### src/rtl/xdm_pkg.sv
package xdm_pkg;
    localparam int ADDR_W = 20;
    localparam int DATA_W = 8;

    typedef enum logic [1:0] {
        PH_IDLE  = 2'd0,
        PH_SETUP = 2'd1,
        PH_STRB  = 2'd2,
        PH_HOLD  = 2'd3
    } phase_e;

    typedef struct packed {
        logic              wr;
        logic [ADDR_W-1:0] addr;
        logic [DATA_W-1:0] wdata;
    } xfer_t;

    function automatic int max3(input int a, input int b, input int c);
        int m;
        m = (a > b) ? a : b;
        return (m > c) ? m : c;
    endfunction
endpackage

### src/rtl/xdm_req_latch.sv
module xdm_req_latch
    import xdm_pkg::*;
(
    input  logic  clk,
    input  logic  rst,
    input  logic  accept,
    input  xfer_t req_in,
    output xfer_t req_q
);
    always_ff @(posedge clk) begin
        if (rst) begin
            req_q <= '0;
        end else if (accept) begin
            req_q <= req_in;
        end
    end
endmodule

### src/rtl/xdm_phase_seq.sv
module xdm_phase_seq
    import xdm_pkg::*;
#(
    parameter int SETUP_CYC = 4,
    parameter int STRB_CYC  = 6,
    parameter int HOLD_CYC  = 1,
    parameter int LEAD_CYC  = 1
) (
    input  logic   clk,
    input  logic   rst,
    input  logic   start,
    output logic   accept,
    output phase_e phase,
    output logic   cnt_zero,
    output logic   in_lead
);
    localparam int MAXC = max3(SETUP_CYC, STRB_CYC, HOLD_CYC);
    localparam int CW   = (MAXC < 2) ? 1 : $clog2(MAXC);

    logic [CW-1:0] cnt;

    assign accept   = start && (phase == PH_IDLE);
    assign cnt_zero = (cnt == '0);
    assign in_lead  = (phase == PH_SETUP) && (int'(cnt) < LEAD_CYC);

    always_ff @(posedge clk) begin
        if (rst) begin
            phase <= PH_IDLE;
            cnt   <= '0;
        end else begin
            unique case (phase)
                PH_IDLE: begin
                    if (start) begin
                        phase <= PH_SETUP;
                        cnt   <= CW'(SETUP_CYC - 1);
                    end
                end
                PH_SETUP: begin
                    if (cnt_zero) begin
                        phase <= PH_STRB;
                        cnt   <= CW'(STRB_CYC - 1);
                    end else begin
                        cnt <= cnt - 1'b1;
                    end
                end
                PH_STRB: begin
                    if (cnt_zero) begin
                        phase <= PH_HOLD;
                        cnt   <= CW'(HOLD_CYC - 1);
                    end else begin
                        cnt <= cnt - 1'b1;
                    end
                end
                PH_HOLD: begin
                    if (cnt_zero) begin
                        phase <= PH_IDLE;
                    end else begin
                        cnt <= cnt - 1'b1;
                    end
                end
                default: phase <= PH_IDLE;
            endcase
        end
    end
endmodule

### src/rtl/xdm_rd_capture.sv
module xdm_rd_capture
    import xdm_pkg::*;
(
    input  logic              clk,
    input  logic              rst,
    input  logic              sample,
    input  logic [DATA_W-1:0] bus_in,
    output logic [DATA_W-1:0] held
);
    always_ff @(posedge clk) begin
        if (rst) begin
            held <= '0;
        end else if (sample) begin
            held <= bus_in;
        end
    end
endmodule

### src/rtl/xdm_bus_seq.sv
module xdm_bus_seq
    import xdm_pkg::*;
#(
    parameter int SETUP_CYC = 4,
    parameter int STRB_CYC  = 6,
    parameter int HOLD_CYC  = 1,
    parameter int LEAD_CYC  = 1
) (
    input  logic              clk,
    input  logic              rst,
    input  logic              start_i,
    input  logic              write_i,
    input  logic [ADDR_W-1:0] addr_i,
    input  logic [DATA_W-1:0] wdata_i,
    input  logic [DATA_W-1:0] data_i,
    output logic [ADDR_W-1:0] addr_o,
    output logic [DATA_W-1:0] data_o,
    output logic              data_oe_o,
    output logic              rd_n_o,
    output logic              wr_n_o,
    output logic              done_o,
    output logic [DATA_W-1:0] rdata_o
);
    xfer_t  req_in, req_q;
    phase_e phase;
    logic   accept, cnt_zero, in_lead, strobe_on;

    assign req_in = '{wr: write_i, addr: addr_i, wdata: wdata_i};

    xdm_phase_seq #(
        .SETUP_CYC(SETUP_CYC),
        .STRB_CYC (STRB_CYC),
        .HOLD_CYC (HOLD_CYC),
        .LEAD_CYC (LEAD_CYC)
    ) u_seq (
        .clk     (clk),
        .rst     (rst),
        .start   (start_i),
        .accept  (accept),
        .phase   (phase),
        .cnt_zero(cnt_zero),
        .in_lead (in_lead)
    );

    xdm_req_latch u_req (
        .clk   (clk),
        .rst   (rst),
        .accept(accept),
        .req_in(req_in),
        .req_q (req_q)
    );

    xdm_rd_capture u_cap (
        .clk   (clk),
        .rst   (rst),
        .sample(strobe_on && cnt_zero && !req_q.wr),
        .bus_in(data_i),
        .held  (rdata_o)
    );

    assign strobe_on = (phase == PH_STRB);
    assign addr_o    = req_q.addr;
    assign data_o    = req_q.wdata;
    assign rd_n_o    = !(strobe_on && !req_q.wr);
    assign wr_n_o    = !(strobe_on && req_q.wr);
    assign data_oe_o = req_q.wr && (in_lead || strobe_on || phase == PH_HOLD);
    assign done_o    = (phase == PH_HOLD) && cnt_zero;
endmodule

### config.mk
export PLATFORM = sky130hd
export DESIGN_NAME = xdm_bus_seq
export DESIGN_NICKNAME = d
export VERILOG_FILES = /design/src/rtl/xdm_pkg.sv /design/src/rtl/xdm_req_latch.sv /design/src/rtl/xdm_phase_seq.sv /design/src/rtl/xdm_rd_capture.sv /design/src/rtl/xdm_bus_seq.sv
export SDC_FILE = /design/constraint.sdc
export NUM_CORES = 1
export LEC_CHECK = 0
export BUFFER_PORTS_ARGS = -buffer_cell sky130_fd_sc_hd__buf_2
export CORE_ASPECT_RATIO = 1.4
export CORE_MARGIN = 8
export CORE_UTILIZATION = 40
export CTS_BUF_LIST = sky130_fd_sc_hd__clkbuf_4 sky130_fd_sc_hd__clkbuf_8
export CTS_CLUSTER_DIAMETER = 60
export DETAILED_ROUTE_END_ITERATION = 8
export PLACE_DENSITY = 0.72
export RECOVER_POWER = 25
export SYNTH_ARGS = -nofsm -noshare
export SYNTH_HDL_FRONTEND = slang
export SYNTH_HIERARCHICAL = 1
export SYNTH_SLANG_ARGS = --single-unit
export TNS_END_PERCENT = 1
### constraint.sdc
create_clock -name clk -period 2 [get_ports clk]
set_input_delay 0 -clock clk [delete_from_list [all_inputs] [get_ports clk]]
set_output_delay 0 -clock clk [all_outputs]
set_load 0.05 [all_outputs]
==> results of run 1 <==
path summary, 6_finish.rpt:
kind	end	startpoint	slack (ns)
max	u_req/req_q[16]	u_seq/phase[1]	0.20
min	u_seq/cnt[2]	start_i	0.07
max reg2reg	u_req/req_q[16]	u_seq/phase[1]	0.20
min reg2reg	u_req/req_q[25]	u_req/req_q[25]	0.49
layer usage:
metal	vias to the layer above	track usage (%)	wire (um)
li1	818	-	-
met2	60	26.1	2490
met5	-	0	0
met1	735	15.0	1970
met4	0	6.53	74
met3	7	4.74	343
metrics by stage:
stage               total power, mW  instance area, um^2  setup WS [ns]  hold slack, ns  cells
floorplan                      2.27                 1790          0.370          0.0646    173
CTS                            3.29                 2720          0.183          0.0653    355
global placement               2.54                 2230          0.268           0.236    310
global route                   3.45                 2690         0.0291          0.0856    355
finish                         3.24                 2690          0.205          0.0713    355
detailed placement             2.56                 2230          0.182           0.244    310
placed cells by master (no fill, tap or decap), types with 2 or more instances in the layout:
cell type / netlist / routed
ha_1: 7 / 7
a21oi_1: 4 / 4
buf_2: 2 / 59
mux2i_1: 37 / 37
o21ai_0: 3 / 3
dlygate4sd3_1: 0 / 37
clkbuf_8: 0 / 5
dfxtp_1: 42 / 42
nand2_1: 3 / 3
nor2_1: 40 / 40
inv_1: 7 / 7
buf_4: 1 / 4
a31oi_1: 2 / 2
clkbuf_1: 1 / 20
where the power goes:
part / switching [mW] / leakage, nW / internal [mW]
Clock: 0.287 / 0.0585 / 0.374
Sequential: 0.0944 / 0.344 / 0.998
Combinational: 0.982 / 0.818 / 0.509
Total: 1.36 / 1.22 / 1.88
logic make-up after synthesis:
group                      after synthesis  share of synthesized area, %
and+or+nand+nor                         52                          13.4
muxes                                   37                          20.7
DFF                                     42                          47.0
AOI/OAI and AO/OA                       19                          8.60
adders and majority gates                7                          4.89
buffers and inverters                   16                          5.45
state kept, by name, summed over array words and instances, names as in the netlist:
register     flops
u_cap/held       8
u_req/req_q     29
u_seq/cnt        3
u_seq/phase      2
worst max-delay path: stages, from the launching register on:
cell and delay (ns):
dfxtp_1 0.32, inv_1 0.11, ha_1 0.16, and2_2 0.72, mux2i_1 0.30, nor2_1 0.06
area by class of cell:
cell class	instances	area [um^2]
inverter	8	30.0
fill	382	1740
sequential	42	841
timing repair buffer	120	771
multi-input combinational	115	858
clock inverter	3	43.8
clock buffer	5	68.8
tap	62	77.6
==> metrics.yaml, run 1 <==
syn_area_um2: 1790
clock_skew_ns: 0.00566
htree_levels: 2
core-area_um2: 4430
synth_top_area_share_pct: 47.0
yosysMostFrequentCell: "dfxtp_1"
avgSynthCellArea_um2: 10.3
status: "finished, final reports clean"
worstRegToRegCells: 5
ios: 80
cp_max_fo: 29
synth_area_leader_cell: "dfxtp_1"
grt_pass1_wl_um: 8030
die_x_um: 72.5
die_h_um: 95.1
firstDrtPassIters: 4
p_per_area_nw_per_um2: 1210
max-cap-violations: 0
ant_nets: 0
hold_path_class: "primary input to flip-flop"
cellLeakagePower_nw: 1.22
setup_viol: 0
synth-seq-cells: 42
die-area_um2: 6900
vias_per_cell: 4.56
startpoint_type: "flip-flop"
worstPathArrival_ns: 1.98
drc: 0
gp_congestion: 0.833
required_ns: 2.19
vdd_ir_drop_max_uv: 560
syn_nets: 220
ys.flop_type: "dfxtp_1"
synth_area_leaders: "dfxtp_1 (47%), mux2i_1 (21%), nor2_1 (8.4%)"
clock_latency_ns: 0.29
cts_buffer_depth: 2
antenna_found_initial: 0
relSlewSlack_pct: 41.6
numCtsBuffers: 5
via_count: 1620
fin_crit_sh_pct: 89.8
portBuffers: 79
slew_viol_final: 0
postCtsSetupRepairBufs: 0
final_layout_size_suffix_gt1_share_pct: 28.0
rsz0062_at_grt: "false"
period_needed_ns: 1.80
dp_hpwl_um: 3250
holdPathStages: 4
clockRootBuffer: "clkbuf_8"
tritoncts: "done"
critPathCaptureType: "flip-flop"
num_rows: 29
cts_sinks: 42
drt-initial-drc-count: 66
antenna_cells: 0
ys_seq_area_share_pct: 47.0
max_freq_ghz: 0.557
synthTopCellsByCount: "dfxtp_1 (42), nor2_1 (40), mux2i_1 (37), ha_1 (7), inv_1 (7)"
grt_pass1_vias: 1709
synth.distinct_cells: 35
syn2layout_area_growth_pct: 50.3
gr-total-overflow: 0
finalSetupTns_ns: 0
synthArstFlopShare_pct: 0
netlist_instances: 173
cts-hold-fix-buffers: 37
finalWirelength_um: 4880
fin_util_pct: 60.8
start_util_pct: 40.4
final_nets: 339
tightest_slew_ns: 0.875
track_usage_pct: 14.6
yosysWarnings: 6
wl_per_cell_um: 13.7
synth_edf_count: 0
finalHoldViolCount: 0
clkTransAtPathRegs_ns: 0.08
grt_max_degree: 30
post_cts_resized: 0
crit_type: "flip-flop to flip-flop"
(Power assumes the default switching activity.)
==> run 2: changes to the inputs <==
--- a/config.mk
+++ b/config.mk
@@ -12,7 +12,7 @@
 export CTS_BUF_LIST = sky130_fd_sc_hd__clkbuf_4 sky130_fd_sc_hd__clkbuf_8
 export CTS_CLUSTER_DIAMETER = 60
 export DETAILED_ROUTE_END_ITERATION = 8
-export PLACE_DENSITY = 0.72
+export PLACE_DENSITY = 0.74
 export RECOVER_POWER = 25
 export SYNTH_ARGS = -nofsm -noshare
 export SYNTH_HDL_FRONTEND = slang
==> constraint.sdc (replaced) <==
create_clock -name clk -period 1.5 [get_ports clk]
set_input_delay 0 -clock clk [delete_from_list [all_inputs] [get_ports clk]]
set_output_delay 0 -clock clk [all_outputs]
set_load 0.05 [all_outputs]
==> metrics.yaml, run 2 (synthesized netlist as in run 1, its figures left out) <==
cpMaxStageDelayCell: "dfxtp_1"  # was and2_2
required_ns: 1.50  # was 2.19 ns
die-area_um2: 6900  # unchanged
worstPathArrival_ns: 1.49  # was 1.98 ns
final_layout_size_suffix_gt1_share_pct: 35.2  # was 28.0%
drc: 0  # unchanged
wl_per_cell_um: 14.6  # was 13.7 um
drt-initial-drc-count: 43  # was 66
final_area_um2: 2890  # was 2690 um^2
largestRegisters: "u_req/req_q (29), u_cap/held (8), u_seq/cnt (3)"  # unchanged
grt_max_degree: 31  # was 30
cts_buffer_depth: 2  # unchanged
rsz0062_at_grt: "true"  # was false
finalSetupTns_ns: 0  # unchanged
grt_pass1_wl_um: 8650  # was 8030 um
gp_congestion: 0.839  # was 0.833
syn2layout_area_growth_pct: 61.7  # was 50.3%
vdd_ir_drop_max_uv: 615  # was 560 uV
fill_cells: 344  # was 382
tritoncts: "done"  # unchanged
critPathCaptureType: "primary output"  # was flip-flop
pre_cts_slack_ns: -0.0287  # was 0.182 ns
cp_max_fo: 5  # was 29
firstDrtPassIters: 4  # unchanged
critPathMaxStageDelay_ns: 0.46  # was 0.72 ns
ios: 80  # unchanged
antenna_cells: 0  # unchanged
fin_crit_sh_pct: 99.1
ant_nets: 0  # unchanged
die_h_um: 95.1  # unchanged
fin_ws_ns: 0.0136  # was 0.205 ns
cellLeakagePower_nw: 1.30  # was 1.22 nW
max_freq_ghz: 0.673
track_usage_pct: 15.9  # was 14.6%
relSlewSlack_pct: 58.8  # was 41.6%
dp_cells: 323  # was 310
htree_levels: 2  # unchanged
fin_util_pct: 65.4  # was 60.8%
gr-total-overflow: 0  # unchanged
startpoint_type: "flip-flop"  # unchanged
final_cell_mix: "buf_2 (58), nor2_1 (40), dfxtp_1 (38)"  # was buf_2 (59), dfxtp_1 (42), nor2_1 (40)
fin_hold_ws_ns: 0.0287  # was 0.0713 ns
slew_viol_final: 0  # unchanged
period_needed_ns: 1.49
numCtsBuffers: 5  # unchanged
path_delay_family: "flip-flops"  # was simple AND/OR/NAND/NOR gates
finalPower_mw: 4.71  # was 3.24 mW
finalHoldViolCount: 0  # unchanged
clkTransAtPathRegs_ns: 0.08  # about the same
path_cells: "nand2b_4, inv_2, buf_4, and3_2, buf_6"  # was inv_1, ha_1, and2_2, mux2i_1, nor2_1
largest_register_ffs: 29  # unchanged
clock_latency_ns: 0.30  # was 0.29 ns
fin_cells: 369  # was 355
p_per_area_nw_per_um2: 1630  # was 1210 nW/um^2
core-area_um2: 4430  # unchanged
max-cap-violations: 0  # unchanged
clockRootBuffer: "clkbuf_8"  # unchanged
portBuffers: 79  # unchanged
grt_pass1_vias: 1820  # was 1709
tightest_slew_ns: 0.621  # was 0.875 ns
hold_path_class: "primary input to flip-flop"  # unchanged
final_nets: 353  # was 339
via_count: 1726  # was 1620
clock_skew_ns: 0.00896  # was 0.00566 ns
cp.buffers_inverters: 3  # was 1
finalWirelength_um: 5370  # was 4880 um
crit_type: "flip-flop to primary output"  # was flip-flop to flip-flop
vias_per_cell: 4.68  # was 4.56
place_area_um2: 2380  # was 2230 um^2
die_x_um: 72.5  # unchanged
start_util_pct: 40.4  # unchanged
mostFrequentLayoutCell: "buf_2"  # unchanged
cts_sinks: 42  # unchanged
num_rows: 29  # unchanged
dp_hpwl_um: 3340  # was 3250 um
regMostFlops: "u_req/req_q"  # unchanged
setup_viol: 0  # unchanged
antenna_found_initial: 0  # unchanged
status: "finished, final reports clean"  # unchanged
[run 2: cell count changes in the layout (fill, tap and decap cells not counted), moves of 3 or more]
| cell | delta |
|---|---|
| dfxtp_1 | -4 |
| buf_4 | +11 |
| buf_6 | +3 |
| inv_1 | -3 |
[run 2: path summary, 6_finish.rpt]
kind | slack (ns) | depth (start not counted) | end | from
max reg2reg | 0.05 | 5 | u_seq/phase[1] | u_seq/phase[0]
min reg2reg | 0.50 | 2 | u_req/req_q[19] | u_req/req_q[19]
max | 0.01 | 5 | done_o | u_seq/cnt[2]
min | 0.03 | 2 | u_cap/held[5] | rst
[run 2: area by class of cell]
class | count | area [um^2] | area share (%)
multi-input combinational | 115 | 922 | 31.9
timing repair buffer | 134 | 918 | 31.7
sequential | 42 | 851 | 29.4
tap | 62 | 77.6 | 2.68
clock buffer | 5 | 68.8 | 2.38
inverter | 8 | 32.5 | 1.12
clock inverter | 3 | 23.8 | 0.821
[run 2: power by group]
part / internal, mW / leakage (nW) / switching [mW]
logic: 1.01 / 0.915 / 1.45
clock network: 0.333 / 0.0408 / 0.421
registers: 1.35 / 0.346 / 0.148
[run 2: what timing repair did]
item                                   4_1_cts  5_1_grt
pin swaps                                    1        2
cloned                                       0        0
gates resized for setup                     10        9
endpoints found under the hold margin       37        0
hold buffers                                37        0
setup buffers                                0        1
setup endpoints to repair                   10       13
[run 2: metal layers]
layer	global-route usage, %	vias to the layer above	routed length (um)
li1	-	850	-
met1	15.7	806	2090
met2	29.6	63	2800
met3	5.26	7	410
met4	6.20	0	68
met5	0	-	0
